<file path="config.mk">
export PLATFORM = sky130hd
export DESIGN_NAME = majority_trigger
export DESIGN_NICKNAME = d
export VERILOG_FILES = /design/src/rtl/mct_pkg.sv /design/src/rtl/mct_chan_timer.sv /design/src/rtl/mct_popcount.sv /design/src/rtl/mct_decide.sv /design/src/rtl/majority_trigger.sv
export SDC_FILE = /design/constraint.sdc
export NUM_CORES = 1
export LEC_CHECK = 0
export BUFFER_PORTS_ARGS = -buffer_cell sky130_fd_sc_hd__buf_2
export CAP_MARGIN = 20
export CELL_PAD_IN_SITES_DETAIL_PLACEMENT = 2
export CELL_PAD_IN_SITES_GLOBAL_PLACEMENT = 2
export CORE_MARGIN = 2
export CORE_UTILIZATION = 32
export DETAILED_ROUTE_END_ITERATION = 10
export PLACE_DENSITY = 0.87
export SLEW_MARGIN = 40
export SYNTH_ARGS = -nofsm -noshare
export SYNTH_HDL_FRONTEND = slang
export SYNTH_HIERARCHICAL = 1
export SYNTH_SLANG_ARGS = --single-unit
export TNS_END_PERCENT = 10
</file>
<file path="constraint.sdc">
create_clock -name clk -period 4.69 [get_ports clk]
set_input_delay 0.938 -clock clk [delete_from_list [all_inputs] [get_ports clk]]
set_output_delay 0.938 -clock clk [all_outputs]
set_load 0.1 [all_outputs]
</file>
<file path="src/rtl/mct_pkg.sv">
package mct_pkg;
    localparam int DEF_NCH   = 12;
    localparam int DEF_SMP_W = 12;
    localparam int DEF_WIN_W = 6;
endpackage

</file>
<file path="src/rtl/mct_chan_timer.sv">
module mct_chan_timer #(
    parameter int SMP_W = 12,
    parameter int WIN_W = 6
) (
    input  logic             clk,
    input  logic             rst_n,
    input  logic             enable,
    input  logic [SMP_W-1:0] sample,
    input  logic [SMP_W-1:0] thresh,
    input  logic [WIN_W-1:0] window,
    output logic             active
);
    logic [WIN_W-1:0] span_d, span_q;
    logic             crossing;

    always_comb begin
        crossing = (sample <= thresh);
        if (!enable)
            span_d = '0;
        else if (crossing)
            span_d = window;
        else if (span_q != '0)
            span_d = span_q - 1'b1;
        else
            span_d = '0;
    end

    always_ff @(posedge clk or negedge rst_n) begin
        if (!rst_n) span_q <= '0;
        else        span_q <= span_d;
    end

    assign active = (span_q != '0);
endmodule

</file>
<file path="src/rtl/mct_popcount.sv">
module mct_popcount #(
    parameter int N    = 12,
    parameter int CNTW = 4
) (
    input  logic [N-1:0]    vec,
    output logic [CNTW-1:0] count
);
    always_comb begin
        count = '0;
        for (int i = 0; i < N; i++)
            count = count + CNTW'(vec[i]);
    end
endmodule

</file>
<file path="src/rtl/mct_decide.sv">
module mct_decide #(
    parameter int N    = 12,
    parameter int CNTW = 4
) (
    input  logic            clk,
    input  logic            rst_n,
    input  logic            enable,
    input  logic [N-1:0]    active,
    input  logic [CNTW-1:0] count,
    input  logic [CNTW-1:0] majority,
    output logic            trig,
    output logic [N-1:0]    pattern
);
    typedef struct packed {
        logic         met;
        logic         trig;
        logic [N-1:0] pattern;
    } dec_t;

    dec_t st_d, st_q;

    always_comb begin
        st_d.met     = enable && (count >= majority);
        st_d.trig    = st_d.met && !st_q.met;
        st_d.pattern = enable ? active : '0;
    end

    always_ff @(posedge clk or negedge rst_n) begin
        if (!rst_n) st_q <= '0;
        else        st_q <= st_d;
    end

    assign trig    = st_q.trig;
    assign pattern = st_q.pattern;
endmodule

</file>
<file path="src/rtl/majority_trigger.sv">
module majority_trigger
    import mct_pkg::*;
#(
    parameter int NCH   = DEF_NCH,
    parameter int SMP_W = DEF_SMP_W,
    parameter int WIN_W = DEF_WIN_W,
    localparam int CNTW = $clog2(NCH + 1)
) (
    input  logic                 clk,
    input  logic                 rst_n,
    input  logic                 enable,
    input  logic [SMP_W-1:0]     cfg_thresh,
    input  logic [WIN_W-1:0]     cfg_window,
    input  logic [CNTW-1:0]      cfg_majority,
    input  logic [NCH*SMP_W-1:0] samples,
    output logic                 trig,
    output logic [NCH-1:0]       trig_pattern
);
    typedef struct packed {
        logic [SMP_W-1:0] thresh;
        logic [WIN_W-1:0] window;
        logic [CNTW-1:0]  majority;
    } cfg_t;

    cfg_t cfg_d, cfg_q;

    always_comb begin
        cfg_d = cfg_q;
        if (!enable) begin
            cfg_d.thresh   = cfg_thresh;
            cfg_d.window   = cfg_window;
            cfg_d.majority = cfg_majority;
        end
    end

    always_ff @(posedge clk or negedge rst_n) begin
        if (!rst_n) cfg_q <= '0;
        else        cfg_q <= cfg_d;
    end

    logic [NCH-1:0]   active;
    logic [CNTW-1:0]  active_cnt;
    logic [SMP_W-1:0] cur_thresh;
    logic [CNTW-1:0]  cur_majority;

    assign cur_thresh   = cfg_q.thresh;
    assign cur_majority = cfg_q.majority;

    for (genvar g = 0; g < NCH; g++) begin : g_chan
        mct_chan_timer #(.SMP_W(SMP_W), .WIN_W(WIN_W)) u_timer (
            .clk    (clk),
            .rst_n  (rst_n),
            .enable (enable),
            .sample (samples[g*SMP_W +: SMP_W]),
            .thresh (cfg_q.thresh),
            .window (cfg_q.window),
            .active (active[g])
        );
    end

    mct_popcount #(.N(NCH), .CNTW(CNTW)) u_count (
        .vec   (active),
        .count (active_cnt)
    );

    mct_decide #(.N(NCH), .CNTW(CNTW)) u_decide (
        .clk      (clk),
        .rst_n    (rst_n),
        .enable   (enable),
        .active   (active),
        .count    (active_cnt),
        .majority (cfg_q.majority),
        .trig     (trig),
        .pattern  (trig_pattern)
    );
endmodule

</file>
# --- Word-level counts from Yosys, hierarchy flattened ---
# Index checks and enable logic that the tools add are counted.
# Widths: inputs -> output; s select.
word_totals:
  input_bits: 169
  mem_count: 0
  latchBits: 0
  romBits: 0
  out_inout_bits: 13
  ram_bits: 0
  word_cells: 106
  ff_bits: 108
op_classes:
  bitwise_logic: 0
  eq_ne: 0
  add_sub_neg: 23
  multipliers: 0
  div: 0
  reduce_logical: 15
  shifts: 0
  order_cmp: 13
  n_mux: 37
op_table:
  columns: ["cell", "n"]
  rows:
  - ["$mux 6", 36]
  - ["$le 12x12->1", 12]
  - ["$reduce_bool 6->1", 12]
  - ["$sub 6x1->6 const B", 12]
  - ["$add 4x1->4", 10]
  - ["$mux 12", 1]
  - ["$ge 4x4->1", 1]
  - ["$add 1x1->2", 1]
  - ["$logic_and 1x1->1", 2]
  - ["$logic_not 1->1", 1]

# --- Logic depth before layout (Yosys ltp) ---
# Gate-level depths: netlist of the first run.
depth:
  ltp_word: 15
  depth_mapped: 19
  mapped_depth_nobuf: 19

# --- Cells and area by module ---
# Netlist of the first run, hierarchy kept.
modules_own_cells:
  columns: ["mod", "seq_area_each_um2", "instances", "area_per_inst_um2", "cells_each"]
  rows:
  - ["mct_chan_timer at g_chan[0].u_timer ...", 150.1, 11, 769.5, 96]
  - ["majority_trigger", 550.5, 1, 820.8, 46]
  - ["mct_chan_timer at g_chan[4].u_timer", 150.1, 1, 784.5, 98]
  - ["mct_decide", 350.3, 1, 646.9, 53]
  - ["mct_popcount", 0.0, 1, 269.0, 30]

# --- Least setup slack after synthesis of the first run ---
# OpenSTA, ideal clock, no wires.
synth_timing:
  kind: "reg2reg"
  start: "register g_chan[3].u_timer.span_q[0]"
  end: "register u_decide.st_q, in the netlist u_decide/trig"
  slack_ns: 0.219
  stages_incl_launch_ff: 17
  path_buffers: 0
  arrival_time_ns: 4.340
  setup_time_ns: 0.131
  cell_sequence: "dfrtp_1 > inv_1 > ha_1 > or3b_1 > nor3_2 > inv_1 > inv_1 > fa_1 > fa_1 > fa_1 > inv_1 > fa_1 > fa_1 > xor2_1 > ha_1 > a2111oi_4 > nor3_1"
synth_lines:
  columns: ["item", "line", "text"]
  rows:
  - ["from (decl)", "mct_chan_timer.sv:13", "logic [WIN_W-1:0] span_d, span_q;"]
  - ["from (signal assigned)", "mct_chan_timer.sv:30", "else span_q <= span_d;"]
  - ["to (signal assigned)", "mct_decide.sv:30", "else st_q <= st_d;"]
  - ["to (decl)", "mct_decide.sv:20", "dec_t st_d, st_q;"]

==> results of run 1 <==
## layout make-up
type	instances	share of cell area
well taps	448	0.0437
multi-input cells	878	0.555
clock inverters	5	0.00508
flip-flops and latches	108	0.212
clock buffers	11	0.0197
inverters	247	0.0724
repair buffers	214	0.0917
## synth_stat cells, drive strengths merged
master   instances
nor3            39
o311ai           4
a211oi          36
xor2            12
or3b            12
nand3          109
nor2            36
xnor2           12
dfrtp          108
a2111oi          1
mux2            34
clkbuf           2
a2111o          11
nand4           80
buf             48
or2b            11
or2              1
nor4             1
and2            12
a31o            12
o31ai            2
o21ai           25
a21oi           50
fa               7
o21a             1
or3             33
o211ai          16
ha             164
nand2           48
a21boi          12
inv            247
a211o           45
a311oi          24
nand2b          15
nor2b           13
## worst max-delay path by stage
stage	startpoint	to	slack, ps	cells after the start
6_report	g_chan[9].u_timer/span_q[1]	u_decide/trig	150	15
5_1_grt	g_chan[2].u_timer/span_q[1]	u_decide/st_q[13]	3	15
4_1_cts	g_chan[2].u_timer/span_q[0]	u_decide/trig	8	17
3_5_place_dp	g_chan[5].u_timer/span_q[0]	u_decide/trig	-260	17
3_3_place_gp	g_chan[5].u_timer/span_q[1]	u_decide/trig	20	17
2_1_floorplan	g_chan[3].u_timer/span_q[0]	u_decide/trig	220	16
## worst max-delay path: stages, from the launching register on
cell       delay (ps)
dfrtp_1           410
inv_1             110
ha_4              160
or3b_4            410
nor3_4            190
inv_1              70
inv_1              70
fa_1              440
fa_1              470
fa_1              490
inv_1              50
fa_2              350
fa_2              530
ha_1              250
a2111oi_4         330
nor3_1             90
## flip-flops by register name, summed over array words and instances, names as in the netlist
name and cells:
g_chan.u_timer/span_q 72, u_decide/pattern 12, u_decide/st_q 1, cur_thresh 12
u_decide/trig 1, cfg_q 6, cur_majority 4
## cell usage in the layout (no fill, tap or decap), drive strengths merged, types with 34 or more instances in the layout
| master | n |
|---|---|
| inv | 250 |
| nand2 | 48 |
| ha | 164 |
| a211oi | 36 |
| dfrtp | 108 |
| a21oi | 50 |
| nand4 | 80 |
| nor2 | 36 |
| mux2 | 34 |
| a211o | 45 |
| buf | 214 |
| nor3 | 39 |
| nand3 | 109 |
## power groups by stage
stage | clock (W) | sequential [W] | combinational (W)
3_3_place_gp | 0 | 0.00139 | 0.00275
3_5_place_dp | 0 | 0.00142 | 0.00295
2_1_floorplan | 0 | 0.00130 | 0.00222
4_1_cts | 0.000860 | 0.00140 | 0.00306
6_report | 0.000852 | 0.00140 | 0.00310
5_1_grt | 0.000896 | 0.00143 | 0.00346
## cell families (layout without fill, tap and decap cells)
group           Yosys count  after routing  share of synthesized area
simple gates            410            410                      0.213
buf+inv                 297            477                      0.116
compound gates          239            239                      0.171
fa+ha+maj               171            171                      0.200
flops                   108            108                      0.246
mux                      34             34                     0.0352
xor+xnor                 24             24                     0.0191
## metrics by stage
step            util  hold WS [ps]  cells
6_report       0.380           410   1911
3_5_place_dp   0.367           409   1888
4_1_cts        0.378           413   1908
5_1_grt        0.380           430   1911
2_1_floorplan      -           387   1283
3_3_place_gp   0.366           403   1888
## timing repair
item	CTS	global route
pin swaps	5	8
resized for setup	13	8
endpoints found under the setup margin	2	2
setup buffers	4	3
## metal layers
layer  vias up  share of wire
met5         -        0.00030
met4         2          0.024
met3        47          0.036
met2       185           0.51
met1      5292           0.43
li1       4905              -
==> flow_summary_export.csv, run 1 <==
group,metric,value,unit
status,status,"finished, final reports clean",
routing,via_per_inst,5.46,
timing,setup_ws,155,ps
synth,yosysSeqAreaShare,0.246,
timing,hold_viol_final,0,
routing,drt_iter0_markers,500,
layout,nFillCells,3891,
pwr,p_seq_frac,0.262,
clock_network,cts_sinks,108,
layout,syn2layout_area_growth,16.6,%
placed_design,io_buffers,181,
routing,drc,0,
floorplan,io_pins,182,
pwr,p_switching,0.00239,W
placed_design,routabilityCongestion,0.799,
clock_network,hold_buffers,0,
clock_network,clock_latency,380,ps
worst_setup_path,ff2ff_path_depth,15,
routing,wire_per_inst,21.1,µm
global_routing,grt_util_all_layers,0.227,
placed_design,placed_cell_area,12400,µm²
pwr,swShare,0.446,
floorplan,num_rows,67,
routing,ant_nets,0,
synth,syn_area,11000,µm²
placed_design,post-place-ws,-261,ps
pwr,ir_drop,0.000354,V
pwr,power.total,0.00535,W
clock_network,cts_htree_levels,3,
synth,synth_cells,1283,
synth,synth_top_cells_by_area,"dfrtp_1 (25%), ha_1 (19%), inv_1 (8.4%)",
timing,setup_violations,0,
global_routing,grt-ovfl-total,0,
global_routing,grtUsageMet1,0.279,
worst_setup_path,critical_path_class,"register to register",
floorplan,die_h,189,µm
global_routing,grt_pass1_wl,63500,µm
synth,yosysTopAreaCellShare,0.246,
hold_path,hold_path_depth,1,
pwr,p_int,0.00296,W
pwr,clockPowerShare,0.159,
clock_network,clock_path_buffers,2,
timing,fin_crit_sh,0.967,
routing,wl,40400,µm
worst_setup_path,rrSetupSlack,150,ps
timing,rsz0062_at_grt,"no",
clock_network,cts_buffers,9,
global_routing,antenna_found_initial,2,
global_routing,use_met3,0.0317,
pwr,pwr-share-comb,0.579,
worst_setup_path,timing.rr.start,"g_chan[9].u_timer/span_q[1]",
layout,antenna_cells,0,
worst_setup_path,cp.arrival,4800,ps
placed_design,dp_hpwl,30800,µm
synth,synth-seq-cells,108,
flow_run,maxCapViolations,0,
routing,firstDrtPassIters,4,
worst_setup_path,required,4950,ps
synth,yosys.area.top_type,"dfrtp_1",
layout,fin_area,12800,µm²
floorplan,die_w,189,µm
synth,syn_nets,1623,
synth,yosysUniqueCellTypes,49,
worst_setup_path,crit_fanout,3,
hold_path,min_path_type,"register to register",
worst_setup_path,r2r_end,"u_decide/trig",
floorplan,die_area,35800,µm²
worst_setup_path,cp-end-kind,"register",
timing,finalMaxSlewViolations,0,
global_routing,use_met2,0.406,
global_routing,grt_pass1_vias,11507,
layout,nNetsFinal,1798,
global_routing,grt_max_degree,77,
worst_setup_path,start_kind,"register",
timing,finalSetupTns,0,ps
timing,worstMarginPinSlew,812,ps
clock_network,ctsRootBufferMaster,"clkbuf_16",
timing,fmax,220,MHz
pwr,powerDensity,418,nW/µm²
hold_path,hold_start,"u_decide/st_q[13]",
clock_network,clk_pin_slew,80,ps
timing,period_needed,4540,ps
floorplan,coreArea,33700,µm²
routing,vias,10431,
layout,drive_gt1_frac,0.260,
timing,slew_headroom,0.459,
layout,register_area,2720,µm²
synth,synth.yosys.warnings,6,
global_routing,top_usage_layer,"met2",
pwr,p_leak,6.50,nW
hold_path,whs_endpoint,"u_decide/trig",
layout,multi_input_area,7120,µm²
timing,fin_worst_skew,15.1,ps
floorplan,start_util,0.326,
clock_network,cts_tree,"yes",
synth,avgSynthCellArea,8.56,µm²
No activity file was read; power rests on OpenSTA's default activity.
==> run 2, diff against run 1 <==
- ABC_AREA: not set -> 0
- REMOVE_ABC_BUFFERS: not set -> 1
==> run 2 against run 1 <==
Final cell count rose by 0.26%. Largest cell class unchanged. Power rose by 8.7%. Largest power group unchanged. Core utilization increased by 0.26 points. Highest routed layer unchanged. Fmax is 7.3% lower. Register-to-register slack got worse by 360 ps. The flow now finishes with violations (negative setup slack). Sequential share of layout area decreased by 0.084 points.
==> flow_summary_export.csv, run 2 (synthesis results as in run 1) <==
group,metric,value,unit
status,status,"finished, violations left",
status,violations,"negative setup slack",
pwr,p_leak,6.48,nW
pwr,ir_drop,0.000303,V
layout,fin_area,12900,µm²
worst_setup_path,start_kind,"register",
routing,ant_nets,0,
worst_setup_path,cp.arrival,5120,ps
floorplan,die_w,189,µm
floorplan,die_h,189,µm
layout,final_common_cell,"inv_1",
clock_network,cts_sinks,108,
hold_path,min_path_type,"register to register",
pwr,pwr-share-comb,0.619,
global_routing,grt-ovfl-total,0,
pwr,p_seq_frac,0.244,
flow_run,maxCapViolations,0,
floorplan,die_area,35800,µm²
global_routing,grt_pass1_wl,66900,µm
pwr,powerDensity,451,nW/µm²
pwr,p_switching,0.00270,W
layout,top_register,"g_chan.u_timer/span_q",
routing,via_per_inst,5.58,
layout,nNetsFinal,1802,
pwr,swShare,0.463,
floorplan,start_util,0.326,
floorplan,io_pins,182,
worst_setup_path,crit_fanout,3,
clock_network,clock_path_buffers,2,
clock_network,ctsRootBufferMaster,"clkbuf_16",
timing,fin_crit_sh,1.04,
clock_network,hold_buffers,0,
placed_design,post-place-ws,-157,ps
global_routing,grt_pass1_vias,11876,
clock_network,cts_tree,"yes",
layout,postLayoutCoreUtil,0.383,
routing,firstDrtPassIters,5,
timing,rsz0062_at_grt,"yes",
global_routing,antenna_found_initial,6,
timing,period_needed,4890,ps
global_routing,grt_util_all_layers,0.239,
routing,wl,43800,µm
layout,fin_cells,1916,
clock_network,cts_htree_levels,3,
worst_setup_path,cp-end-kind,"register",
worst_setup_path,critical_path_class,"register to register",
clock_network,cts_buffers,9,
routing,vias,10693,
timing,hold_ws,448,ps
placed_design,io_buffers,181,
layout,syn2layout_area_growth,17.4,%
layout,largest_reg_flops,72,
timing,hold_viol_final,0,
timing,worstMarginPinSlew,766,ps
timing,finalMaxSlewViolations,0,
placed_design,dp_hpwl,31100,µm
floorplan,coreArea,33700,µm²
placed_design,placed_cell_area,12300,µm²
global_routing,grt_max_degree,72,
pwr,clockPowerShare,0.137,
routing,drt_iter0_markers,480,
timing,setup_ws,-202,ps
timing,fin_worst_skew,12.3,ps
clock_network,clk_pin_slew,80,ps
worst_setup_path,required,4920,ps
placed_design,routabilityCongestion,0.819,
routing,wire_per_inst,22.9,µm
layout,final_cell_mix,"inv_1 (231), buf_2 (179), ha_1 (157)",
clock_network,clock_latency,370,ps
routing,drc,0,
layout,drive_gt1_frac,0.278,
timing,slew_headroom,0.487,
timing,setup_violations,2,
pwr,p_int,0.00312,W
placed_design,dp.cells,1875,
timing,fmax,204,MHz
floorplan,num_rows,67,
[run 2: layout make-up]
type                       instances  area, µm²
timing repair buffer             218       1190
inverter                         247        927
clock buffer                      12        236
antenna                            1       2.50
fill                            3912      20800
sequential                       108       2720
multi-input combinational        878       7210
tap                              448        561
clock inverter                     4       50.0
[run 2: repair_timing]
| item | 4_1_cts | 5_1_grt |
|---|---|---|
| buffers inserted | 10 | 14 |
| resized for setup | 37 | 8 |
| endpoints found under the setup margin | 2 | 2 |
| pin swaps | 12 | 18 |
[run 2: layer usage]
layer  wire length, µm  vias up  GRT usage
met1             18600     5422      0.290
met4              1050        8     0.0665
met2             22200      269      0.438
li1                  -     4932          -
met3              1950       62     0.0347
met5                53        -          0
[run 2: worst max-delay path: stages, from the launching register on]
cell       delay [ps]
dfrtp_1           420
inv_1             110
ha_2              210
or3b_4            400
nor3_4            170
inv_1              90
inv_1              90
fa_1              440
fa_1              510
fa_1              510
inv_1              50
fa_2              360
fa_2              610
ha_4              220
a2111oi_4         470
nor2_1             90
[run 2: per-stage QoR]
step / power, W / setup TNS [ps]
2_1_floorplan: 0.00347 / 0
3_3_place_gp: 0.00412 / 0
3_5_place_dp: 0.00438 / -309
4_1_cts: 0.00553 / 0
5_1_grt: 0.00619 / -546
6_report: 0.00582 / -405
[run 2: path summary, 6_finish.rpt]
kind / cells after the start / to / startpoint / slack, ps
setup reg to reg: 15 / u_decide/st_q[13] / g_chan[11].u_timer/span_q[0] / -200
hold / removal: 1 / u_decide/trig / u_decide/st_q[13] / 450
min in group asynchronous: 1 / u_decide/pattern[6] / rst_n / 570
setup / recovery: 15 / u_decide/st_q[13] / g_chan[11].u_timer/span_q[0] / -200
hold reg to reg: 1 / u_decide/trig / u_decide/st_q[13] / 450
max in group asynchronous: 2 / cur_thresh[9] / rst_n / 3120
[run 2: power groups by stage]
stage	clock [W]	sequential [W]	combinational, W
2_1_floorplan	0	0.00146	0.00201
3_3_place_gp	0	0.00140	0.00272
3_5_place_dp	0	0.00143	0.00295
4_1_cts	0.000799	0.00141	0.00332
5_1_grt	0.000838	0.00145	0.00391
6_report	0.000796	0.00142	0.00360
